### src/rtl/pol_corr_pkg.sv
package pol_corr_pkg;

    localparam int REG_W  = 2;
    localparam int MODE_B = 1;
    localparam int POL_B  = 0;

    typedef struct packed {
        logic manual;
        logic forced;
    } pol_cfg_t;

endpackage

### src/rtl/pol_corr_detect.sv
module pol_corr_detect #(
    parameter int CONFIRM = 3
) (
    input  logic clk_i,
    input  logic rst_ni,
    input  logic link_ok_i,
    input  logic frame_active_i,
    input  logic lp_i,
    input  logic eof_i,
    input  logic rx_raw_i,
    output logic inv_o
);
    localparam int CW = (CONFIRM < 2) ? 1 : $clog2(CONFIRM);
    localparam logic [CW-1:0] LAST = CW'(CONFIRM - 1);

    typedef struct packed {
        logic          inv;
        logic [CW-1:0] cnt;
    } det_t;

    det_t det_d, det_q;
    logic take;
    logic seen_inv;

    always_comb begin
        det_d    = det_q;
        take     = (lp_i | eof_i) & link_ok_i & ~frame_active_i;
        seen_inv = ~rx_raw_i;
        if (!link_ok_i) begin
            det_d = '0;
        end else if (take) begin
            if (seen_inv != det_q.inv) begin
                if (det_q.cnt == LAST) begin
                    det_d.inv = ~det_q.inv;
                    det_d.cnt = '0;
                end else begin
                    det_d.cnt = det_q.cnt + 1'b1;
                end
            end else begin
                det_d.cnt = '0;
            end
        end
    end

    always_ff @(posedge clk_i or negedge rst_ni) begin
        if (!rst_ni) det_q <= '0;
        else         det_q <= det_d;
    end

    assign inv_o = det_q.inv;

    assert_hold_in_frame_R4: assert property (@(posedge clk_i) disable iff (!rst_ni)
        (frame_active_i && link_ok_i) |=> ($stable(det_q.inv) && $stable(det_q.cnt)));

    assert_link_loss_clear_R5: assert property (@(posedge clk_i) disable iff (!rst_ni)
        !link_ok_i |=> (det_q.inv == 1'b0 && det_q.cnt == '0));

    assert_flip_needs_marker_R3: assert property (@(posedge clk_i) disable iff (!rst_ni)
        (link_ok_i && !lp_i && !eof_i) |=> $stable(det_q.inv));

    assert_cnt_range_R3: assert property (@(posedge clk_i) disable iff (!rst_ni)
        det_q.cnt <= LAST);

endmodule

### src/rtl/pol_corr_regs.sv
module pol_corr_regs
    import pol_corr_pkg::*;
(
    input  logic             clk_i,
    input  logic             rst_ni,
    input  logic             wr_i,
    input  logic [REG_W-1:0] wdata_i,
    input  logic             auto_inv_i,
    output logic [REG_W-1:0] rdata_o,
    output logic             inv_eff_o
);
    pol_cfg_t cfg_d, cfg_q;

    always_comb begin
        cfg_d = cfg_q;
        if (wr_i) begin
            cfg_d.manual = wdata_i[MODE_B];
            if (wdata_i[MODE_B]) cfg_d.forced = wdata_i[POL_B];
        end
    end

    always_ff @(posedge clk_i or negedge rst_ni) begin
        if (!rst_ni) cfg_q <= '0;
        else         cfg_q <= cfg_d;
    end

    assign inv_eff_o       = cfg_q.manual ? cfg_q.forced : auto_inv_i;
    assign rdata_o[MODE_B] = cfg_q.manual;
    assign rdata_o[POL_B]  = inv_eff_o;

    assert_auto_write_ignored_R6: assert property (@(posedge clk_i) disable iff (!rst_ni)
        (wr_i && !wdata_i[MODE_B]) |=> $stable(cfg_q.forced));

    assert_manual_write_R7: assert property (@(posedge clk_i) disable iff (!rst_ni)
        (wr_i && wdata_i[MODE_B]) |=> (cfg_q.manual && cfg_q.forced == $past(wdata_i[POL_B])));

    assert_no_write_stable_R2: assert property (@(posedge clk_i) disable iff (!rst_ni)
        !wr_i |=> $stable(cfg_q.manual));

endmodule

### src/rtl/pol_corr_ctrl.sv
module pol_corr_ctrl
    import pol_corr_pkg::*;
#(
    parameter int CONFIRM = 3
) (
    input  logic             clk_i,
    input  logic             rst_ni,
    input  logic             link_ok_i,
    input  logic             frame_active_i,
    input  logic             lp_i,
    input  logic             eof_i,
    input  logic             rx_raw_i,
    output logic             rx_data_o,
    input  logic             reg_wr_i,
    input  logic [REG_W-1:0] reg_wdata_i,
    output logic [REG_W-1:0] reg_rdata_o
);
    logic auto_inv;
    logic inv_eff;

    pol_corr_detect #(.CONFIRM(CONFIRM)) detect_i (
        .clk_i          (clk_i),
        .rst_ni         (rst_ni),
        .link_ok_i      (link_ok_i),
        .frame_active_i (frame_active_i),
        .lp_i           (lp_i),
        .eof_i          (eof_i),
        .rx_raw_i       (rx_raw_i),
        .inv_o          (auto_inv)
    );

    pol_corr_regs regs_i (
        .clk_i      (clk_i),
        .rst_ni     (rst_ni),
        .wr_i       (reg_wr_i),
        .wdata_i    (reg_wdata_i),
        .auto_inv_i (auto_inv),
        .rdata_o    (reg_rdata_o),
        .inv_eff_o  (inv_eff)
    );

    assign rx_data_o = rx_raw_i ^ inv_eff;

    assert_manual_ignores_detector_R7: assert property (@(posedge clk_i) disable iff (!rst_ni)
        (reg_rdata_o[MODE_B] && !reg_wr_i) |=> $stable(reg_rdata_o[POL_B]));

endmodule

### config.mk
export PLATFORM = sky130hd
export DESIGN_NAME = pol_corr_ctrl
export DESIGN_NICKNAME = d
export VERILOG_FILES = /design/src/rtl/pol_corr_pkg.sv /design/src/rtl/pol_corr_detect.sv /design/src/rtl/pol_corr_regs.sv /design/src/rtl/pol_corr_ctrl.sv
export SDC_FILE = /design/constraint.sdc
export NUM_CORES = 1
export LEC_CHECK = 0
export BUFFER_PORTS_ARGS = -buffer_cell sky130_fd_sc_hd__clkbuf_2
export CAP_MARGIN = 20
export CELL_PAD_IN_SITES_DETAIL_PLACEMENT = 0
export CELL_PAD_IN_SITES_GLOBAL_PLACEMENT = 2
export CORE_AREA = 3 3 40 42
export CTS_BUF_LIST = sky130_fd_sc_hd__clkbuf_8
export CTS_CLUSTER_DIAMETER = 120
export DETAILED_ROUTE_END_ITERATION = 10
export DIE_AREA = 0 0 43 45
export PLACE_DENSITY_LB_ADDON = 0.1
export SYNTH_ARGS = -nofsm -noshare
export SYNTH_HDL_FRONTEND = slang
export SYNTH_SLANG_ARGS = --single-unit
### constraint.sdc
create_clock -name clk_i -period 1.4 [get_ports clk_i]
set_input_delay 0.07 -clock clk_i [delete_from_list [all_inputs] [get_ports clk_i]]
set_output_delay 0.07 -clock clk_i [all_outputs]
set_load 0.03 [all_outputs]
==> results.json, run 1 <==
{
  "run_status": "finished, final reports clean",
  "crit_path_end": "rx_data_o",
  "setup.worst_path.start": "regs_i.rdata_o[1]",
  "worstReg2RegStart": "detect_i.det_q[0]",
  "die_width_um": 43,
  "tns_ns": 0,
  "grt.total_usage_pct": 6.95,
  "synth-seq-area-share_pct": 44.6,
  "max_freq_mhz": 763,
  "synthTopCellsByArea": "sky130_fd_sc_hd__dfrtp_1 (45%), sky130_fd_sc_hd__mux2_2 (8.0%), sky130_fd_sc_hd__o21bai_4 (6.7%), sky130_fd_sc_hd__buf_4 (5.4%), sky130_fd_sc_hd__nand2b_1 (4.5%)",
  "leakage_nw": 0.198,
  "worst_setup_path_start_kind": "flop",
  "tritoncts_clock_tree": "built",
  "initial_antenna_violation_count": 0,
  "area_delta_synth_final_pct": 46.0,
  "wl_per_cell_um": 9.89,
  "final_max_slew_viol_count": 0,
  "firstDrtPassIters": 1,
  "boundaryPins": 13,
  "area_of_the_die_mm2": 0.00194,
  "totalPowerFinal_uw": 503,
  "final_period_minus_worst_setup_slack_ns": 1.31,
  "setup_viol": 0,
  "critical_path_at_ns": 1.24,
  "final_hold_viol_count": 0,
  "slew_headroom_pct": 84.6,
  "portBuffers": 12,
  "grt_pass1_vias": 259,
  "synthesis.area_per_instance_um2": 10.8,
  "cts.sink_count": 5,
  "dr_vias": 232,
  "layout.nets": 53,
  "max-cap-violations": 0,
  "ys_seq_elements": 5,
  "place.gp.congestion": 0.715,
  "drive_above_1_share_pct": 45.2,
  "ff2ff_setup_slack_ns": 0.42,
  "first_pass_grt_wire_length_um": 993,
  "setup_repair_after_global_routing_missed_its_margin": "false",
  "post_detailed_route_drc_marker_count": 0,
  "floorplan.rows": 13,
  "drt_iter0_drc": 0,
  "reg2regPathDepth": 2,
  "grt-ovfl-total": 0,
  "clk_transition_reported_paths_ns": 0.04,
  "grt_max_degree": 7,
  "pre_cts_slack_ns": 0.250,
  "detailed_place.area_um2": 344,
  "clockRootBuffer": "sky130_fd_sc_hd__clkbuf_8",
  "power_per_cell_area_mw_per_mm2": 1230,
  "maximum_vdd_drop_v": 0.000570,
  "post_route_standard_cell_area_excluding_fillers_um2": 409,
  "syn-instance-count": 26,
  "cts_htree_levels": 1,
  "area_share_of_the_largest_cell_type_after_synthesis_pct": 44.6,
  "yosys.cell_types.count": 16,
  "starting_utilization_of_the_core_area_pct": 21.8,
  "fp.dieH_um": 45,
  "mappedNetlistNets": 36,
  "worst_r2r_endpoint": "detect_i.det_q[0]",
  "synth_largest_area_cell": "sky130_fd_sc_hd__dfrtp_1",
  "place_hpwl_um": 487,
  "clk_latency_ns": 0.22,
  "wl_um": 564,
  "hold_path.class": "input port to flop",
  "fin_skew_ns": 0.00103,
  "post-route-worst-setup-slack_ns": 0.0892,
  "crit_path_end_kind": "output pin",
  "synth.cell_area_um2": 280,
  "worst_pin_slew_ns": 0.231,
  "coreArea_mm2": 0.00128,
  "kind_of_critical_path": "flop to output pin",
  "via_per_inst": 4.07,
  "detail-route-antenna-nets": 0,
  "cp.required_ns": 1.33,
  "ctsLongestPathBuffers": 2,
  "numCtsBuffers": 3,
  "fin_crit_sh_pct": 93.6,
  "insertedDiodeCount": 0,
  "synthesis.yosys.warnings": 0,
  "crit_path_max_fanout": 2
}
power by group:
part	leakage [nW]	internal, mW	switching, mW	total, mW
combinational	0.106	0.0404	0.0480	0.0885
sequential	0.0653	0.155	0.00538	0.160
clock	0.0269	0.188	0.0670	0.255
critical path, cell delays in order, from the launching register on:
cell	delay (ns)
sky130_fd_sc_hd__dfrtp_1	0.35
sky130_fd_sc_hd__mux2_2	0.35
sky130_fd_sc_hd__xor2_1	0.14
sky130_fd_sc_hd__buf_4	0.18
layer usage:
layer | track usage, % | wire [µm] | vias up | share of wire [%]
met3 | 2.39 | 42 | 0 | 7.4
met5 | 0 | 0 | - | 0
li1 | - | - | 120 | -
met4 | 3.61 | 0 | 0 | 0
met2 | 11.4 | 265 | 8 | 47
met1 | 8.07 | 256 | 104 | 45
through the flow:
step | cells | util, % | hold slack [ns]
2_1_floorplan | 26 | - | -0.226
3_3_place_gp | 51 | 26.8 | -0.101
3_5_place_dp | 51 | 26.8 | -0.102
4_1_cts | 56 | 31.1 | 0.0797
5_1_grt | 57 | 31.8 | 0.103
6_report | 57 | 31.8 | 0.0721
final cells by class:
type	instances	area (µm²)
Inverter	1	3.75
Tap cell	15	18.8
Clock buffer	3	41.3
Multi-Input combinational cell	18	136
Clock inverter	1	3.75
Sequential cell	5	125
Fill cell	140	876
Timing Repair Buffer	14	80.1
flip-flops by register name (all words and copies together) (netlist names):
name            count
detect_i.det_q      2
detect_i.inv_o      1
regs_i.cfg_q        1
regs_i.rdata_o      1
synth_stat cells:
cell / number
sky130_fd_sc_hd__o31ai_1: 1
sky130_fd_sc_hd__o21ai_1: 1
sky130_fd_sc_hd__o21ai_0: 1
sky130_fd_sc_hd__inv_1: 1
sky130_fd_sc_hd__xor2_1: 1
sky130_fd_sc_hd__buf_4: 2
sky130_fd_sc_hd__o21bai_4: 1
sky130_fd_sc_hd__nand2_1: 3
sky130_fd_sc_hd__nand2b_1: 2
sky130_fd_sc_hd__mux2_2: 2
sky130_fd_sc_hd__nor3b_1: 1
sky130_fd_sc_hd__nand3_1: 2
sky130_fd_sc_hd__mux2i_1: 1
sky130_fd_sc_hd__dfrtp_1: 5
sky130_fd_sc_hd__or3b_1: 1
sky130_fd_sc_hd__xnor2_1: 1
cell families (layout without fill, tap and decap cells):
logic type,count (synthesis),count (layout),share of synthesized area [%]
buffers and inverters,3,19,6.69
AO/OA/AOI/OAI,4,4,12.9
AND/OR/NAND/NOR,9,9,17.9
XOR/XNOR,2,2,6.25
flip-flops,5,5,44.6
multiplexers,3,3,11.6
repair_timing:
| item | CTS | global route |
|---|---|---|
| hold endpoints to repair | 5 | 0 |
| gates resized for setup | 0 | 3 |
| hold buffers | 1 | 0 |
| setup endpoints to repair | 0 | 1 |
| buffers inserted | 0 | 1 |
how the worst min path moves through the flow:
stage	startpoint	end	slack, ns	depth (start not counted)
after floorplan	rst_ni	detect_i.det_q[0]	-0.23	0
after global placement	rst_ni	detect_i.det_q[1]	-0.10	1
after detailed placement	rst_ni	detect_i.det_q[0]	-0.10	1
after CTS	reg_wr_i	regs_i.rdata_o[1]	0.08	2
after global routing	reg_wdata_i[0]	regs_i.cfg_q[0]	0.10	2
final	reg_wr_i	regs_i.rdata_o[1]	0.07	2
cell usage in the layout (no fill, tap or decap), drive strengths merged:
cell         netlist  layout
o31ai              1       1
mux2i              1       1
buf                2       2
dfrtp              5       5
mux2               2       2
xnor2              1       1
nand2b             2       2
clkbuf             0      14
xor2               1       1
o21ai              2       2
nand2              3       3
inv                1       2
nand3              2       2
or3b               1       1
nor3b              1       1
dlygate4sd3        0       1
o21bai             1       1
Power figures use the tool's default switching activity.
==> inputs of run 2 (changes only) <==
==> constraint.sdc (replaced) <==
create_clock -name clk_i -period 1.4 [get_ports clk_i]
set_input_delay 0.28 -clock clk_i [delete_from_list [all_inputs] [get_ports clk_i]]
set_output_delay 0.28 -clock clk_i [all_outputs]
set_load 0.03 [all_outputs]
==> run 2 against run 1 <==
Compared with the run above: the flow now finishes with violations (setup timing); cell count is the same; core utilization grew 1.4 points; wire length decreased by 2.0%; clock power is essentially flat; register-to-register slack worse by 0.02 ns; worst setup slack lost 0.19 ns.
==> results.json, run 2 (synthesis results as in run 1) <==
{
  "largest_reg_flops": 2,
  "clk_transition_reported_paths_ns": 0.03,
  "pre_cts_slack_ns": 0.0720,
  "dr_vias": 230,
  "via_per_inst": 4.04,
  "fin_crit_sh_pct": 107,
  "layout_common_cells": "sky130_fd_sc_hd__clkbuf_2 (10), sky130_fd_sc_hd__dfrtp_1 (5), sky130_fd_sc_hd__clkbuf_8 (4)",
  "drt_iter0_drc": 3,
  "final_hold_viol_count": 0,
  "place.gp.congestion": 0.629,
  "register_share_of_total_power_pct": 31.6,
  "crit_path_end_kind": "output pin",
  "kind_of_critical_path": "flop to output pin",
  "numCtsBuffers": 3,
  "largest-register": "detect_i.det_q",
  "critical_path_at_ns": 1.22,
  "wl_per_cell_um": 9.70,
  "final_cells": 57,
  "grt-ovfl-total": 0,
  "tritoncts_clock_tree": "built",
  "fin_skew_ns": 0.000187,
  "clockRootBuffer": "sky130_fd_sc_hd__clkbuf_8",
  "family_with_the_most_delay_on_the_worst_path": "flip-flops",
  "area_of_the_die_mm2": 0.00194,
  "setup_repair_after_global_routing_missed_its_margin": "true",
  "grt_max_degree": 7,
  "post_detailed_route_drc_marker_count": 0,
  "netSwitchingPower_uw": 121,
  "p_int_uw": 390,
  "starting_utilization_of_the_core_area_pct": 21.8,
  "final_max_slew_viol_count": 0,
  "min_delay_path_depth": 2,
  "maximum_vdd_drop_v": 0.000591,
  "final_period_minus_worst_setup_slack_ns": 1.50,
  "area_delta_synth_final_pct": 52.2,
  "die_width_um": 43,
  "place_hpwl_um": 461,
  "slew_headroom_pct": 81.8,
  "failed_checks": "setup timing",
  "drive_above_1_share_pct": 47.6,
  "switching_share_pct": 23.6,
  "layout_commonest_cell": "sky130_fd_sc_hd__clkbuf_2",
  "power.share.combinational_pct": 19.1,
  "grt.total_usage_pct": 6.44,
  "clk_latency_ns": 0.22,
  "firstDrtPassIters": 4,
  "timing.critical_path.cells": "mux2_4, xor2_2, clkbuf_8",
  "post-route-worst-setup-slack_ns": -0.0970,
  "critical-path-slowest-cell": "sky130_fd_sc_hd__dfrtp_1",
  "crit_path_max_fanout": 2,
  "first_pass_grt_wire_length_um": 862,
  "worst_setup_path_start_kind": "flop",
  "crit_path_max_incr_delay_ns": 0.38,
  "cts_htree_levels": 1,
  "floorplan.rows": 13,
  "tns_ns": -0.0970,
  "fp.dieH_um": 45,
  "boundaryPins": 13,
  "layout.nets": 53,
  "max_freq_mhz": 668,
  "critPathBufInv": 1,
  "initial_antenna_violation_count": 0,
  "detail-route-antenna-nets": 0,
  "leakage_nw": 0.205,
  "setup_viol": 1,
  "critical_path_cell_count": 3,
  "coreArea_mm2": 0.00128,
  "power_per_cell_area_mw_per_mm2": 1200,
  "grt_pass1_vias": 223,
  "share_clk_of_total_power_pct": 49.3,
  "cts.sink_count": 5,
  "worst_pin_slew_ns": 0.273,
  "insertedDiodeCount": 0,
  "portBuffers": 12,
  "ctsLongestPathBuffers": 2,
  "hold_path.class": "input port to flop",
  "cp.required_ns": 1.12,
  "reg2regPathDepth": 3,
  "max-cap-violations": 0,
  "placed_cells": 51,
  "run_status": "finished with violations",
  "finalCoreUtilization_pct": 33.2,
  "wl_um": 553
}
==> run 2: cell counts in the layout (fill, tap and decap cells not counted) <==
No cell type changed its count.
==> run 2: metrics by stage <==
step / cell area [µm²] / hold WS [ns] / power [mW]
finish: 427 / 0.267 / 0.511
global route: 427 / 0.283 / 0.534
floorplan: 288 / -0.0156 / 0.220
detailed placement: 352 / 0.109 / 0.246
CTS: 427 / 0.264 / 0.519
global placement: 352 / 0.109 / 0.245
==> run 2: metal layers <==
layer  track usage (%)  wire length (µm)  part of all wire, %
met5                 0                 0                    0
met4              5.42                 0                    0
met3              3.98                51                  9.2
met2              8.38               229                   41
met1              7.32               271                   49
==> run 2: power by group through the flow <==
stage	sequential [mW]	clock, mW	combinational, mW
2_1_floorplan	0.161	0	0.0590
3_3_place_gp	0.162	0	0.0828
3_5_place_dp	0.163	0	0.0833
4_1_cts	0.161	0.259	0.0993
5_1_grt	0.163	0.267	0.105
6_report	0.161	0.252	0.0977
==> run 2: what timing repair did <==
action / 4_1_cts / 5_1_grt
hold endpoints to repair: 5 / 0
buffers inserted: 1 / 0
endpoints found under the setup margin: 2 / 2
hold buffers: 1 / 0
gates cloned: 0 / 0
gates resized for setup: 3 / 1
==> run 2: worst reg2reg max path, stage by stage (launching register included) <==
cell	delay, ns
sky130_fd_sc_hd__dfrtp_1	0.39
sky130_fd_sc_hd__xnor2_1	0.16
sky130_fd_sc_hd__nand2b_1	0.10
sky130_fd_sc_hd__o31ai_1	0.25
==> run 2: layout make-up <==
class | count | area (µm²)
Timing Repair Buffer | 14 | 86.3
Clock buffer | 3 | 41.3
Inverter | 1 | 3.75
Tap cell | 15 | 18.8
Sequential cell | 5 | 125
Fill cell | 136 | 858
Clock inverter | 1 | 3.75
Multi-Input combinational cell | 18 | 148
==> run 2: worst paths after layout <==
| path | endpoint | slack, ns | from |
|---|---|---|---|
| hold reg to reg | regs_i.cfg_q[0] | 0.52 | regs_i.cfg_q[0] |
| max in group asynchronous | regs_i.rdata_o[1] | 0.84 | rst_ni |
| setup / recovery | rx_data_o | -0.1 | regs_i.rdata_o[1] |
| setup reg to reg | detect_i.det_q[1] | 0.40 | detect_i.inv_o |
| min in group asynchronous | detect_i.det_q[1] | 0.43 | rst_ni |
| hold / removal | regs_i.rdata_o[1] | 0.27 | reg_wr_i |
==> inputs of run 3 (changes only) <==
--- a/config.mk
+++ b/config.mk
@@ -12,5 +12,5 @@
 export CORE_AREA = 3 3 40 42
 export CTS_BUF_LIST = sky130_fd_sc_hd__clkbuf_8
-export CTS_CLUSTER_DIAMETER = 120
+export CTS_CLUSTER_DIAMETER = 30
 export DETAILED_ROUTE_END_ITERATION = 10
 export DIE_AREA = 0 0 43 45
==> constraint.sdc (replaced) <==
create_clock -name clk_i -period 1.4 [get_ports clk_i]
set_input_delay 0.14 -clock clk_i [delete_from_list [all_inputs] [get_ports clk_i]]
set_output_delay 0.14 -clock clk_i [all_outputs]
set_load 0.03 [all_outputs]
==> run 3 against run 2 <==
Compared with the run above: core utilization decreased by 1.1 points; the flow now finishes without violations; critical path type unchanged; die area did not move; count of clock-buffer cells in the layout unchanged; flip-flop and latch count did not move; cell area is 3.2% lower; non-clock buffer count did not move.
==> results.json, run 3 (synthesis results as in run 1) <==
{
  "ff2ff_setup_slack_ns": 0.41,
  "area_delta_synth_final_pct": 47.3,
  "totalPowerFinal_uw": 507,
  "slew_headroom_pct": 84.6,
  "grt-ovfl-total": 0,
  "critical_path_cell_count": 3,
  "fin_skew_ns": 0.000714,
  "crit_path_end_kind": "output pin",
  "drive_above_1_share_pct": 45.2,
  "largest_reg_flops": 2,
  "clockRootBuffer": "sky130_fd_sc_hd__clkbuf_8",
  "firstDrtPassIters": 1,
  "via_per_inst": 4.09,
  "family_with_the_most_delay_on_the_worst_path": "flip-flops",
  "initial_antenna_violation_count": 0,
  "fin_hold_ws_ns": 0.148,
  "cp.required_ns": 1.26,
  "drt_iter0_drc": 0,
  "ctsLongestPathBuffers": 2,
  "finalCoreUtilization_pct": 32.1,
  "detailed_place.area_um2": 344,
  "min_delay_path_depth": 2,
  "worst_r2r_endpoint": "detect_i.det_q[1]",
  "timing.hold.worst.start": "reg_wr_i",
  "boundaryPins": 13,
  "worst_pin_slew_ns": 0.231,
  "die_width_um": 43,
  "hold_path.class": "input port to flop",
  "final_period_minus_worst_setup_slack_ns": 1.37,
  "max-cap-violations": 0,
  "final_max_slew_viol_count": 0,
  "worstReg2RegStart": "detect_i.inv_o",
  "layout_common_cells": "sky130_fd_sc_hd__clkbuf_2 (11), sky130_fd_sc_hd__dfrtp_1 (5), sky130_fd_sc_hd__nand2_1 (3), sky130_fd_sc_hd__clkbuf_8 (3)",
  "worst_setup_path_start_kind": "flop",
  "cts_htree_levels": 1,
  "critical_path_at_ns": 1.23,
  "wl_um": 577,
  "final_hold_viol_count": 0,
  "register_share_of_total_power_pct": 31.7,
  "numCtsBuffers": 3,
  "max_freq_mhz": 729,
  "power.share.combinational_pct": 17.8,
  "grt_max_degree": 7,
  "kind_of_critical_path": "flop to output pin",
  "setup_repair_after_global_routing_missed_its_margin": "true",
  "place.gp.congestion": 0.715,
  "p_int_uw": 385,
  "fin_crit_sh_pct": 98.0,
  "layout.nets": 53,
  "clk_transition_reported_paths_ns": 0.04,
  "starting_utilization_of_the_core_area_pct": 21.8,
  "layout_commonest_cell": "sky130_fd_sc_hd__clkbuf_2",
  "tritoncts_clock_tree": "built",
  "wl_per_cell_um": 10.1,
  "power_per_cell_area_mw_per_mm2": 1230,
  "floorplan.rows": 13,
  "cts.sink_count": 5,
  "grt_pass1_vias": 264,
  "coreArea_mm2": 0.00128,
  "area_of_the_die_mm2": 0.00194,
  "dr_vias": 233,
  "largest-register": "detect_i.det_q",
  "switching_share_pct": 24.1,
  "portBuffers": 12,
  "post_detailed_route_drc_marker_count": 0,
  "maximum_vdd_drop_v": 0.000571,
  "hold_end": "regs_i.rdata_o[1]",
  "crit_path_max_incr_delay_ns": 0.38,
  "setup_viol": 0,
  "detail-route-antenna-nets": 0,
  "reg2regPathDepth": 3,
  "leakage_nw": 0.201,
  "run_status": "finished, final reports clean",
  "grt.total_usage_pct": 7.20,
  "insertedDiodeCount": 0,
  "fp.dieH_um": 45,
  "critical-path-slowest-cell": "sky130_fd_sc_hd__dfrtp_1",
  "place_hpwl_um": 487,
  "critPathBufInv": 1,
  "crit_path_max_fanout": 2,
  "first_pass_grt_wire_length_um": 1030,
  "share_clk_of_total_power_pct": 50.5,
  "netSwitchingPower_uw": 122,
  "clk_latency_ns": 0.22,
  "timing.critical_path.cells": "mux2_4, xor2_1, buf_4",
  "post_route_standard_cell_area_excluding_fillers_um2": 413
}
[run 3: cell types whose count changed in the layout (fill, tap and decap cells not counted)]
cell,previous run,this run
sky130_fd_sc_hd__buf_2,1,0
sky130_fd_sc_hd__xor2_2,1,0
sky130_fd_sc_hd__clkbuf_2,10,11
sky130_fd_sc_hd__clkbuf_8,4,3
sky130_fd_sc_hd__xor2_1,0,1
sky130_fd_sc_hd__buf_4,1,2
[run 3: stage by stage]
step           std cells  setup slack [ns]  setup TNS, ns
2_1_floorplan         26            0.0753              0
3_3_place_gp          51             0.213              0
3_5_place_dp          51             0.180              0
4_1_cts               57           -0.0115        -0.0115
5_1_grt               57           -0.0370        -0.0370
6_report              57            0.0280              0
[run 3: how the worst max path moves through the flow]
stage	slack, ns	start	to
global route	-0.04	regs_i.rdata_o[1]	rx_data_o
finish	0.03	regs_i.rdata_o[1]	rx_data_o
floorplan	0.08	regs_i.rdata_o[1]	rx_data_o
CTS	-0.01	regs_i.rdata_o[1]	rx_data_o
detailed placement	0.18	regs_i.rdata_o[1]	rx_data_o
global placement	0.21	regs_i.rdata_o[1]	rx_data_o
[run 3: worst reg2reg max path: stages (launching register included)]
cell and delay [ns]:
sky130_fd_sc_hd__dfrtp_1 0.40, sky130_fd_sc_hd__xnor2_1 0.17, sky130_fd_sc_hd__nand2b_1 0.09, sky130_fd_sc_hd__o31ai_1 0.24
[run 3: per-layer routing]
layer	vias to the layer above	GRT usage (%)	share of wire (%)
met4	0	3.61	0
li1	121	-	-
met3	0	2.39	7.3
met5	-	0	0
met2	8	11.7	47
met1	104	8.56	46
[run 3: layout make-up]
type / instances / area [µm²]
Multi-Input combinational cell: 18 / 140
Clock inverter: 1 / 3.75
Timing Repair Buffer: 14 / 80.1
Fill cell: 140 / 872
Tap cell: 15 / 18.8
Inverter: 1 / 3.75
Clock buffer: 3 / 41.3
Sequential cell: 5 / 125
[run 3: what timing repair did]
action / in CTS / in global routing
resized for setup: 2 / 1
hold buffers: 1 / 0
pin swaps: 0 / 0
hold endpoints to repair: 5 / 0
setup endpoints to repair: 1 / 1
buffers inserted: 1 / 0
[run 3: power by group through the flow]
stage | clock [mW] | combinational [mW] | sequential (mW)
finish | 0.256 | 0.0905 | 0.161
global route | 0.272 | 0.100 | 0.162
CTS | 0.266 | 0.0922 | 0.161
detailed placement | 0 | 0.0809 | 0.163
global placement | 0 | 0.0807 | 0.162
floorplan | 0 | 0.0566 | 0.161
